<file path="config.mk">
export PLATFORM = sky130hd
export DESIGN_NAME = pll_reprog_seq
export DESIGN_NICKNAME = d
export VERILOG_FILES = /design/src/rtl/pll_seq_pkg.sv /design/src/rtl/pll_range_chk.sv /design/src/rtl/pll_poll_timer.sv /design/src/rtl/pll_reprog_seq.sv
export SDC_FILE = /design/constraint.sdc
export NUM_CORES = 1
export LEC_CHECK = 0
export BUFFER_PORTS_ARGS = -buffer_cell sky130_fd_sc_hd__clkbuf_2
export CORE_MARGIN = 2
export CORE_UTILIZATION = 40
export DETAILED_ROUTE_END_ITERATION = 8
export PLACE_DENSITY = 0.56
export SETUP_SLACK_MARGIN = 0.5
export SYNTH_ARGS = -nofsm -noshare
export SYNTH_HDL_FRONTEND = slang
export SYNTH_SLANG_ARGS = --single-unit
</file>
<file path="constraint.sdc">
create_clock -name clk -period 5.7 [get_ports clk]
set_clock_uncertainty 0.15 [all_clocks]
set_input_delay 1.14 -clock clk [delete_from_list [all_inputs] [get_ports clk]]
set_output_delay 1.14 -clock clk [all_outputs]
set_load 0.02 [all_outputs]
</file>
<file path="src/rtl/pll_seq_pkg.sv">
package pll_seq_pkg;
   typedef enum logic [2:0] {
      ST_IDLE,
      ST_INTM,
      ST_PDN,
      ST_LD0,
      ST_LD1,
      ST_PUP,
      ST_LOCK
   } seq_state_t;
endpackage

</file>
<file path="src/rtl/pll_range_chk.sv">
module pll_range_chk #(
   parameter int REF_MHZ     = 24,
   parameter int REFDIV_W    = 6,
   parameter int FBDIV_W     = 12,
   parameter int PDIV_W      = 3,
   parameter int VCO_MIN_MHZ = 800,
   parameter int VCO_MAX_MHZ = 3200,
   parameter int OUT_MIN_MHZ = 24,
   parameter int OUT_MAX_MHZ = 3200
) (
   input  logic [REFDIV_W-1:0] refdiv,
   input  logic [FBDIV_W-1:0]  fbdiv,
   input  logic [PDIV_W-1:0]   pd1,
   input  logic [PDIV_W-1:0]   pd2,
   output logic                legal
);
   localparam int PW = FBDIV_W + REFDIV_W + 2*PDIV_W + 16;

   logic [PW-1:0] vco_x_ref;
   logic [PW-1:0] ref_pd;
   logic          nz_ok, vco_ok, out_ok;

   always_comb begin
      vco_x_ref = PW'(REF_MHZ) * PW'(fbdiv);
      ref_pd    = PW'(refdiv) * PW'(pd1) * PW'(pd2);
      nz_ok     = (refdiv != '0) && (pd1 != '0) && (pd2 != '0);
      vco_ok    = (vco_x_ref >= PW'(VCO_MIN_MHZ) * PW'(refdiv)) &&
                  (vco_x_ref <= PW'(VCO_MAX_MHZ) * PW'(refdiv));
      out_ok    = (vco_x_ref >= PW'(OUT_MIN_MHZ) * ref_pd) &&
                  (vco_x_ref <= PW'(OUT_MAX_MHZ) * ref_pd);
      legal     = nz_ok && vco_ok && out_ok;
   end
endmodule

</file>
<file path="src/rtl/pll_poll_timer.sv">
module pll_poll_timer #(
   parameter int POLL_CYCLES = 50,
   parameter int LOCK_POLLS  = 100
) (
   input  logic clk,
   input  logic rst_n,
   input  logic clr,
   input  logic run,
   output logic tick,
   output logic last
);
   localparam int PCW = (LOCK_POLLS > 1) ? $clog2(LOCK_POLLS) : 1;

   logic [PCW-1:0] polls;

   generate
      if (POLL_CYCLES < 1) begin : g_bad_poll
         $error("POLL_CYCLES must be at least 1");
      end
      if (LOCK_POLLS < 1) begin : g_bad_limit
         $error("LOCK_POLLS must be at least 1");
      end

      if (POLL_CYCLES == 1) begin : g_every
         assign tick = run;
      end else begin : g_count
         localparam int CW = $clog2(POLL_CYCLES);
         logic [CW-1:0] cnt;
         always_ff @(posedge clk or negedge rst_n) begin
            if (!rst_n) begin
               cnt <= '0;
            end else if (clr) begin
               cnt <= '0;
            end else if (run) begin
               cnt <= (cnt == CW'(POLL_CYCLES-1)) ? '0 : cnt + 1'b1;
            end
         end
         assign tick = run && (cnt == CW'(POLL_CYCLES-1));
      end
   endgenerate

   always_ff @(posedge clk or negedge rst_n) begin
      if (!rst_n) begin
         polls <= '0;
      end else if (clr) begin
         polls <= '0;
      end else if (tick) begin
         polls <= polls + 1'b1;
      end
   end

   assign last = tick && (polls == PCW'(LOCK_POLLS-1));
endmodule

</file>
<file path="src/rtl/pll_reprog_seq.sv">
module pll_reprog_seq
   import pll_seq_pkg::*;
#(
   parameter int REF_MHZ     = 24,
   parameter int REFDIV_W    = 6,
   parameter int FBDIV_W     = 12,
   parameter int PDIV_W      = 3,
   parameter int VCO_MIN_MHZ = 800,
   parameter int VCO_MAX_MHZ = 3200,
   parameter int OUT_MIN_MHZ = 24,
   parameter int OUT_MAX_MHZ = 3200,
   parameter int POLL_CYCLES = 50,
   parameter int LOCK_POLLS  = 100
) (
   input  logic                clk,
   input  logic                rst_n,
   input  logic                start,
   input  logic [REFDIV_W-1:0] cfg_refdiv,
   input  logic [FBDIV_W-1:0]  cfg_fbdiv,
   input  logic [PDIV_W-1:0]   cfg_pd1,
   input  logic [PDIV_W-1:0]   cfg_pd2,
   input  logic                lock_n,
   output logic [REFDIV_W-1:0] pll_refdiv,
   output logic [FBDIV_W-1:0]  pll_fbdiv,
   output logic [PDIV_W-1:0]   pll_pd1,
   output logic [PDIV_W-1:0]   pll_pd2,
   output logic                pll_pwrdn,
   output logic                pll_intmode,
   output logic                mode_norm,
   output logic                busy,
   output logic                done,
   output logic                range_err,
   output logic                lock_err
);
   generate
      if (VCO_MIN_MHZ > VCO_MAX_MHZ || OUT_MIN_MHZ > OUT_MAX_MHZ) begin : g_bad_window
         $error("frequency window bounds are reversed");
      end
      if (REFDIV_W < 1 || FBDIV_W < 1 || PDIV_W < 1) begin : g_bad_width
         $error("divider widths must be at least 1");
      end
   endgenerate

   seq_state_t          state;
   logic                cmd_legal;
   logic                tmr_clr, tmr_tick, tmr_last;
   logic [REFDIV_W-1:0] hold_ref;
   logic [FBDIV_W-1:0]  hold_fb;
   logic [PDIV_W-1:0]   hold_pd1, hold_pd2;

   pll_range_chk #(
      .REF_MHZ(REF_MHZ), .REFDIV_W(REFDIV_W), .FBDIV_W(FBDIV_W), .PDIV_W(PDIV_W),
      .VCO_MIN_MHZ(VCO_MIN_MHZ), .VCO_MAX_MHZ(VCO_MAX_MHZ),
      .OUT_MIN_MHZ(OUT_MIN_MHZ), .OUT_MAX_MHZ(OUT_MAX_MHZ)
   ) u_range (
      .refdiv(cfg_refdiv), .fbdiv(cfg_fbdiv), .pd1(cfg_pd1), .pd2(cfg_pd2),
      .legal(cmd_legal)
   );

   assign tmr_clr = (state == ST_PUP);

   pll_poll_timer #(
      .POLL_CYCLES(POLL_CYCLES), .LOCK_POLLS(LOCK_POLLS)
   ) u_timer (
      .clk(clk), .rst_n(rst_n), .clr(tmr_clr),
      .run(state == ST_LOCK), .tick(tmr_tick), .last(tmr_last)
   );

   assign busy = (state != ST_IDLE);

   always_ff @(posedge clk or negedge rst_n) begin
      if (!rst_n) begin
         state       <= ST_IDLE;
         hold_ref    <= '0;
         hold_fb     <= '0;
         hold_pd1    <= '0;
         hold_pd2    <= '0;
         pll_refdiv  <= '0;
         pll_fbdiv   <= '0;
         pll_pd1     <= '0;
         pll_pd2     <= '0;
         pll_pwrdn   <= 1'b1;
         pll_intmode <= 1'b0;
         mode_norm   <= 1'b0;
         done        <= 1'b0;
         range_err   <= 1'b0;
         lock_err    <= 1'b0;
      end else begin
         done      <= 1'b0;
         range_err <= 1'b0;
         lock_err  <= 1'b0;
         unique case (state)
            ST_IDLE: begin
               if (start) begin
                  if (cmd_legal) begin
                     hold_ref  <= cfg_refdiv;
                     hold_fb   <= cfg_fbdiv;
                     hold_pd1  <= cfg_pd1;
                     hold_pd2  <= cfg_pd2;
                     mode_norm <= 1'b0;
                     state     <= ST_INTM;
                  end else begin
                     range_err <= 1'b1;
                  end
               end
            end
            ST_INTM: begin
               pll_intmode <= 1'b1;
               state       <= ST_PDN;
            end
            ST_PDN: begin
               pll_pwrdn <= 1'b1;
               state     <= ST_LD0;
            end
            ST_LD0: begin
               pll_pd1   <= hold_pd1;
               pll_fbdiv <= hold_fb;
               state     <= ST_LD1;
            end
            ST_LD1: begin
               pll_pd2    <= hold_pd2;
               pll_refdiv <= hold_ref;
               state      <= ST_PUP;
            end
            ST_PUP: begin
               pll_pwrdn <= 1'b0;
               state     <= ST_LOCK;
            end
            ST_LOCK: begin
               if (tmr_tick) begin
                  if (!lock_n) begin
                     mode_norm <= 1'b1;
                     done      <= 1'b1;
                     state     <= ST_IDLE;
                  end else if (tmr_last) begin
                     lock_err <= 1'b1;
                     state    <= ST_IDLE;
                  end
               end
            end
            default: state <= ST_IDLE;
         endcase
      end
   end
endmodule

</file>
== Yosys cells after proc, flatten, opt, wreduce, memory -nomap -nowiden ==
Index checks and enable logic that the tools add are counted.
W data, S select, Z words.

* Register bits after elaboration: 70
* Latch bits: 0
* RAM bits: 0
* Bits in read-only memories: 0
* Output and inout port bits: 31
* Memories: 0

* Add/sub/neg operators: 2
* Multipliers: 7
* Div/mod/pow operators: 0
* $lt $le $gt $ge: 4
* Eq/ne operators: 13
* Shift operators: 0
* Multiplexer cells: 27
* Bitwise gates (word level): 0
* Reduce and logical (&&, ||, !) cells: 20

{| class="wikitable"
|+ Operator list
! cell !! count
|-
| $mul A2 B12 Y14 const A || 2
|-
| $le A17 B24 Y1 || 1
|-
| $mul A5 B6 Y11 const A || 2
|-
| $pmux W3 S7 || 1
|-
| $le A17 B18 Y1 || 1
|-
| $mux W6 || 3
|-
| $ge A17 B16 Y1 || 1
|-
| $ge A17 B17 Y1 || 1
|-
| $mul A5 B12 Y17 const A || 1
|-
| $mux W3 || 5
|-
| $mux W1 || 14
|-
| $mux W7 || 2
|-
| $mul A9 B3 Y12 || 1
|-
| $eq A3 B3 Y1 const B || 3
|-
| $mul A6 B3 Y9 || 1
|-
| $reduce_bool A3 Y1 || 3
|-
| $logic_and A1 B1 Y1 || 8
|-
| $ne A2 B2 Y1 const B || 4
|-
| $reduce_bool A2 Y1 || 4
|-
| $add A7 B1 Y7 const B || 1
|-
| $eq A7 B7 Y1 const B || 1
|-
| $add A6 B1 Y6 const B || 1
|-
| $eq A3 B2 Y1 const B || 2
|-
| $eq A6 B6 Y1 const B || 1
|-
| 8 further kinds || 9
|}

== Logic depth before layout (Yosys ltp) ==
* Depth after elaboration: 9
* Mapped depth: 35

== Cells and area by module ==
From an unflattened synthesis, not the netlist that was laid out.

* Cells, all modules: 784
* Area, all modules: 7678.6 um^2

{| class="wikitable"
|+ By module, submodules not included
! module !! instances !! cells an instance !! area an instance (um^2) !! sequential area each (um^2)
|-
| pll_range_chk || 1 || 559 || 4610.7 || 0.0
|-
| pll_reprog_seq || 1 || 144 || 2306.0 || 1427.6
|-
| pll_poll_timer || 1 || 81 || 762.0 || 325.3
|}

== Least setup slack after synthesis ==
No wires, ideal clock.

* Path kind: input to register
* Start point: input cfg_pd1[0]
* End point: register hold_fb[10]
* Setup time: 125 ps
* Data arrival time: 8140 ps
* Slack: -2715 ps
* Cell stages on the path: 32
* Buffers on the path: 3
* Path through: clkbuf_1 nand2_1 fa_1 inv_1 ha_1 fa_1 a21oi_1 nor2_1 nor2_1 xnor2_1 nand2_1 fa_1 inv_1 ha_1 and2_1 a311oi_4 o21bai_1 a21oi_1 xnor2_1 inv_1 fa_1 inv_1 ha_1 ha_1 buf_2 or4_1 a41oi_1 mux2_2 nand4_2 nand4_4 buf_12 mux2_4

* Longest elaborated chain between the ends: 7

{| class="wikitable"
|+ RTL lines
! what !! RTL line !! source
|-
| from (decl) || pll_reprog_seq.sv:20 || <nowiki>input logic [PDIV_W-1:0] cfg_pd1,</nowiki>
|-
| $mul A6 B3 Y9 || pll_range_chk.sv:25 || <nowiki>ref_pd = PW'(refdiv) * PW'(pd1) * PW'(pd2);</nowiki>
|-
| $mul A9 B3 Y12 || pll_range_chk.sv:25 ||
|-
| $mul A5 B12 Y17 / $mul A2 B12 Y14 (equally long branches) || pll_range_chk.sv:30, pll_range_chk.sv:29 ||
|-
| $le A17 B24 Y1 / $ge A17 B17 Y1 (equally long branches) || pll_range_chk.sv:30, pll_range_chk.sv:29 ||
|-
| $logic_and A1 B1 Y1 || pll_range_chk.sv:29 || <nowiki>out_ok = (vco_x_ref >= PW'(OUT_MIN_MHZ) * ref_pd) &&</nowiki>
|-
| $logic_and A1 B1 Y1 (*) || pll_range_chk.sv:31 || <nowiki>legal = nz_ok && vco_ok && out_ok;</nowiki>
|-
| $reduce_and A3 Y1 (no source line) (*) || - ||
|-
| to (signal assigned) || pll_reprog_seq.sv:97 || <nowiki>hold_fb <= cfg_fbdiv;</nowiki>
|-
| to (decl) || pll_reprog_seq.sv:48 || <nowiki>logic [FBDIV_W-1:0] hold_fb;</nowiki>
|}

Every way passes the cells marked *; elsewhere a longest branch is shown, timed or not.
A chain may end at the register's enable or synchronous reset.

== Final worst setup path ==
* Start point: input cfg_refdiv[2]
* End point: register hold_pd1[1]

* Longest elaborated chain between the ends: 7

{| class="wikitable"
|+ RTL lines
! what !! RTL line !! source
|-
| from (decl) || pll_reprog_seq.sv:18 || <nowiki>input logic [REFDIV_W-1:0] cfg_refdiv,</nowiki>
|-
| $mul A6 B3 Y9 || pll_range_chk.sv:25 ||
|-
| $mul A9 B3 Y12 || pll_range_chk.sv:25 ||
|-
| $mul A5 B12 Y17 / $mul A2 B12 Y14 (equally long branches) || pll_range_chk.sv:30, pll_range_chk.sv:29 ||
|-
| $le A17 B24 Y1 / $ge A17 B17 Y1 (equally long branches) || pll_range_chk.sv:30, pll_range_chk.sv:29 ||
|-
| $logic_and A1 B1 Y1 || pll_range_chk.sv:29 ||
|-
| $logic_and A1 B1 Y1 (*) || pll_range_chk.sv:31 ||
|-
| $reduce_and A3 Y1 (no source line) (*) || - ||
|-
| to (signal assigned) || pll_reprog_seq.sv:98 || <nowiki>hold_pd1 <= cfg_pd1;</nowiki>
|-
| to (decl) || pll_reprog_seq.sv:49 || <nowiki>logic [PDIV_W-1:0] hold_pd1, hold_pd2;</nowiki>
|}

Marks and branches as above.

==> summary.md <==
| Metric | Value |
|---|---|
| Die Span X | 142 um |
| Syn Std Cell Area | 7630 um^2 |
| Share of layout cells above drive strength 1 | 35.5% |
| Vias | 6255 |
| Worst hold path cell count | 2 |
| Fraction of registers with async set/reset | 100% |
| Synth Instances | 779 |
| CTS sink cnt | 70 |
| Post-synth EDFFs | 0 |
| Skew-Pair Late Insertion Delay | 330 ps |
| Hold_buf cts | 0 |
| Slew HR | 41.4% |
| Antenna violations before repair | 0 |
| CP Capture Type | flip-flop |
| Clk root buf | clkbuf_16 |
| Core area | 18700 um^2 |
| RSZ-0062 raised after global routing | yes |
| Largest stage delay on the critical path | 540 ps |
| First-pass GRT wire length | 29700 um |
| Num CTS Buffers | 9 |
| Clock Pin Slew Worst Setup and Hold Paths | 50 ps |
| Synth Area per Inst | 9.80 um^2 |
| Synth Warn # | 0 |
| Iter 0 DRT Violations | 284 |
| Distinct cells, synth | 61 |
| Buffer and inverter count on the worst path | 8 |
| Sequential element share of the synthesized area | 23.0% |
| WP data required | 5760 ps |
| Most used cell along the critical path | fa_1 |
| Starting Density | 40.8% |
| DP Wirelength | 14300 um |
| Worst Tran Pin Value | 879 ps |
| Standard-cell rows | 50 |
| Achievable Freq | 126 MHz |
| Total Routing Usage GR | 18.2% |
| Max H-tree Level | 3 |
| Startpoint types | primary input |
| Reg2reg path depth | 8 |
| Full die area | 20200 um^2 |
| Crit path depth | 33 |
| Multi-input logic area | 5910 um^2 |
| Pre-antenna DRT Iters | 5 |
| ANT nets after route | 0 |
| Final Hold Viols | 0 |
| Nets@finish | 1197 |
| Crit path DAT | 7970 ps |
| Largest net degree at the start of global routing | 71 |
| Most used flip-flop cell after synthesis | dfrtp_1 |
| Crit path max-delay family | adder cells |
| Vias in the first global route | 6114 |
| Hold crit path type | flip-flop to flip-flop |
| Die Ht | 142 um |
| Storage cell area | 1750 um^2 |
| DRC viols | 0 |
| Final wirelength | 18000 um |
| Max_cap viols | 0 |
| Grt ovf | 0 |
| Area growth from synthesis to layout | 33.0% |
| Failing checks | setup timing |
| Syn_nets | 984 |
| Final setup violation count | 27 |
| Antenna cell count | 0 |
| Maximum buffer depth of the clock tree | 2 |
| Fin. max-slew vios | 0 |
| Seq cells post-synth | 70 |
| Port-buffer cells | 58 |
| Routability Congestion | 0.873 |
| CTS tree | built |
| Num ports | 59 |
| Fillers | 1647 |
| Post-layout min period | 7910 ps |
| Placed Cells | 1191 |
| Worst Path Max Fanout | 6 |
| Vias/cell | 5.09 |
| Status | complete, but fails checks |
| Wire length per cell | 14.6 um |
| Tcrit/Tclk final | 139% |
| Crit-path slowest cell | fa_1 |
| Finished Layout Cells | 1230 |
| Critical path type | primary input to flip-flop |
| PnR worst setup slack | -2210 ps |
-- tightest hold or removal path: stages (launching register included) --
cell and delay (ps):
dfstp_2 370, nand2_1 40, o21ai_0 70
-- cell usage after synthesis, types with 13 or more instances --
master      n  area [um^2]
a21o_1     14          105
nand3_1    14         70.1
nand2_1    65          244
o21bai_1   13         97.6
mux2_4     19          285
xor2_1     23          201
and2_1     16          100
a21oi_1    40          200
o21ai_0    34          170
inv_1      81          304
xnor2_1    27          236
dfrtp_1    69         1730
ha_1      146         1830
mux2_2     30          338
fa_1       31          621
nor2_1     34          128
-- metal layers --
layer	vias to the layer above	share of wire, %	GRT usage, %
met5	-	0	0
met4	0	0.96	4.05
met3	12	2.3	1.35
met2	95	50	32.2
met1	2997	47	24.3
li1	3151	-	-
-- flip-flops by register name (all words and copies together), names as in the netlist, 3 cells and up --
name / cells
hold_pd2: 3
state: 3
u_timer.polls: 7
pll_fbdiv: 12
u_timer.g_count.cnt: 6
hold_ref: 6
pll_refdiv: 6
hold_pd1: 3
pll_pd2: 3
pll_pd1: 3
hold_fb: 12
-- cells in the final DEF, fill, tap and decap left out, drive strengths merged, types with 13 or more instances in the layout --
master / count
o21bai: 13
and2: 16
dfrtp: 69
fa: 31
xor2: 23
clkbuf: 68
o21ai: 39
xnor2: 27
a21oi: 41
mux2: 49
nand2: 65
nand3: 14
ha: 146
inv: 81
nor2: 35
buf: 159
a21o: 16
-- stage by stage --
stage	cell area (um^2)	setup TNS, ps	hold slack (ps)	util, %	setup WS [ps]
after floorplan	7760	-56740	325	-	-2160
after global placement	9260	-65580	313	49.5	-2470
after detailed placement	9260	-68290	340	49.5	-2570
after CTS	10000	-55420	349	53.5	-2090
after global routing	10200	-66230	361	54.3	-2490
final	10200	-58770	339	54.3	-2210
-- cell families after synthesis --
kind of cell | share of synthesized area (%)
buffers and inverters | 5.07
AO/OA/AOI/OAI | 13.7
AND/OR/NAND/NOR | 11.9
multiplexers | 8.29
adder cells (fa/ha/maj) | 32.1
XOR/XNOR | 6.03
flip-flops | 23.0
-- area by class of cell --
cell class | instances | area share, %
Tap cell | 234 | 2.88
Multi-Input combinational cell | 615 | 58.2
Clock inverter | 3 | 0.197
Clock buffer | 12 | 2.53
Timing Repair Buffer | 215 | 15.9
Inverter | 81 | 2.99
Sequential cell | 70 | 17.3
-- final timing paths --
check	startpoint	slack, ps	endpoint
max	cfg_refdiv[2]	-2210	hold_pd1[1]
min	pll_pwrdn	340	pll_pwrdn
max in group asynchronous	rst_n	3950	pll_refdiv[2]
min reg2reg	pll_pwrdn	340	pll_pwrdn
max reg2reg	state[2]	3400	state[2]
min in group asynchronous	rst_n	850	u_timer.polls[3]
-- timing repair --
action	CTS	global route
pin swaps	33	29
cloned	1	0
endpoints found under the setup margin	27	27
hold endpoints to repair	0	0
buffers inserted	15	8
resized for setup	54	17
Power is left out: the tool's default activity adds up to more than one toggle a clock period on the data nets, which glitch-free logic cannot reach.
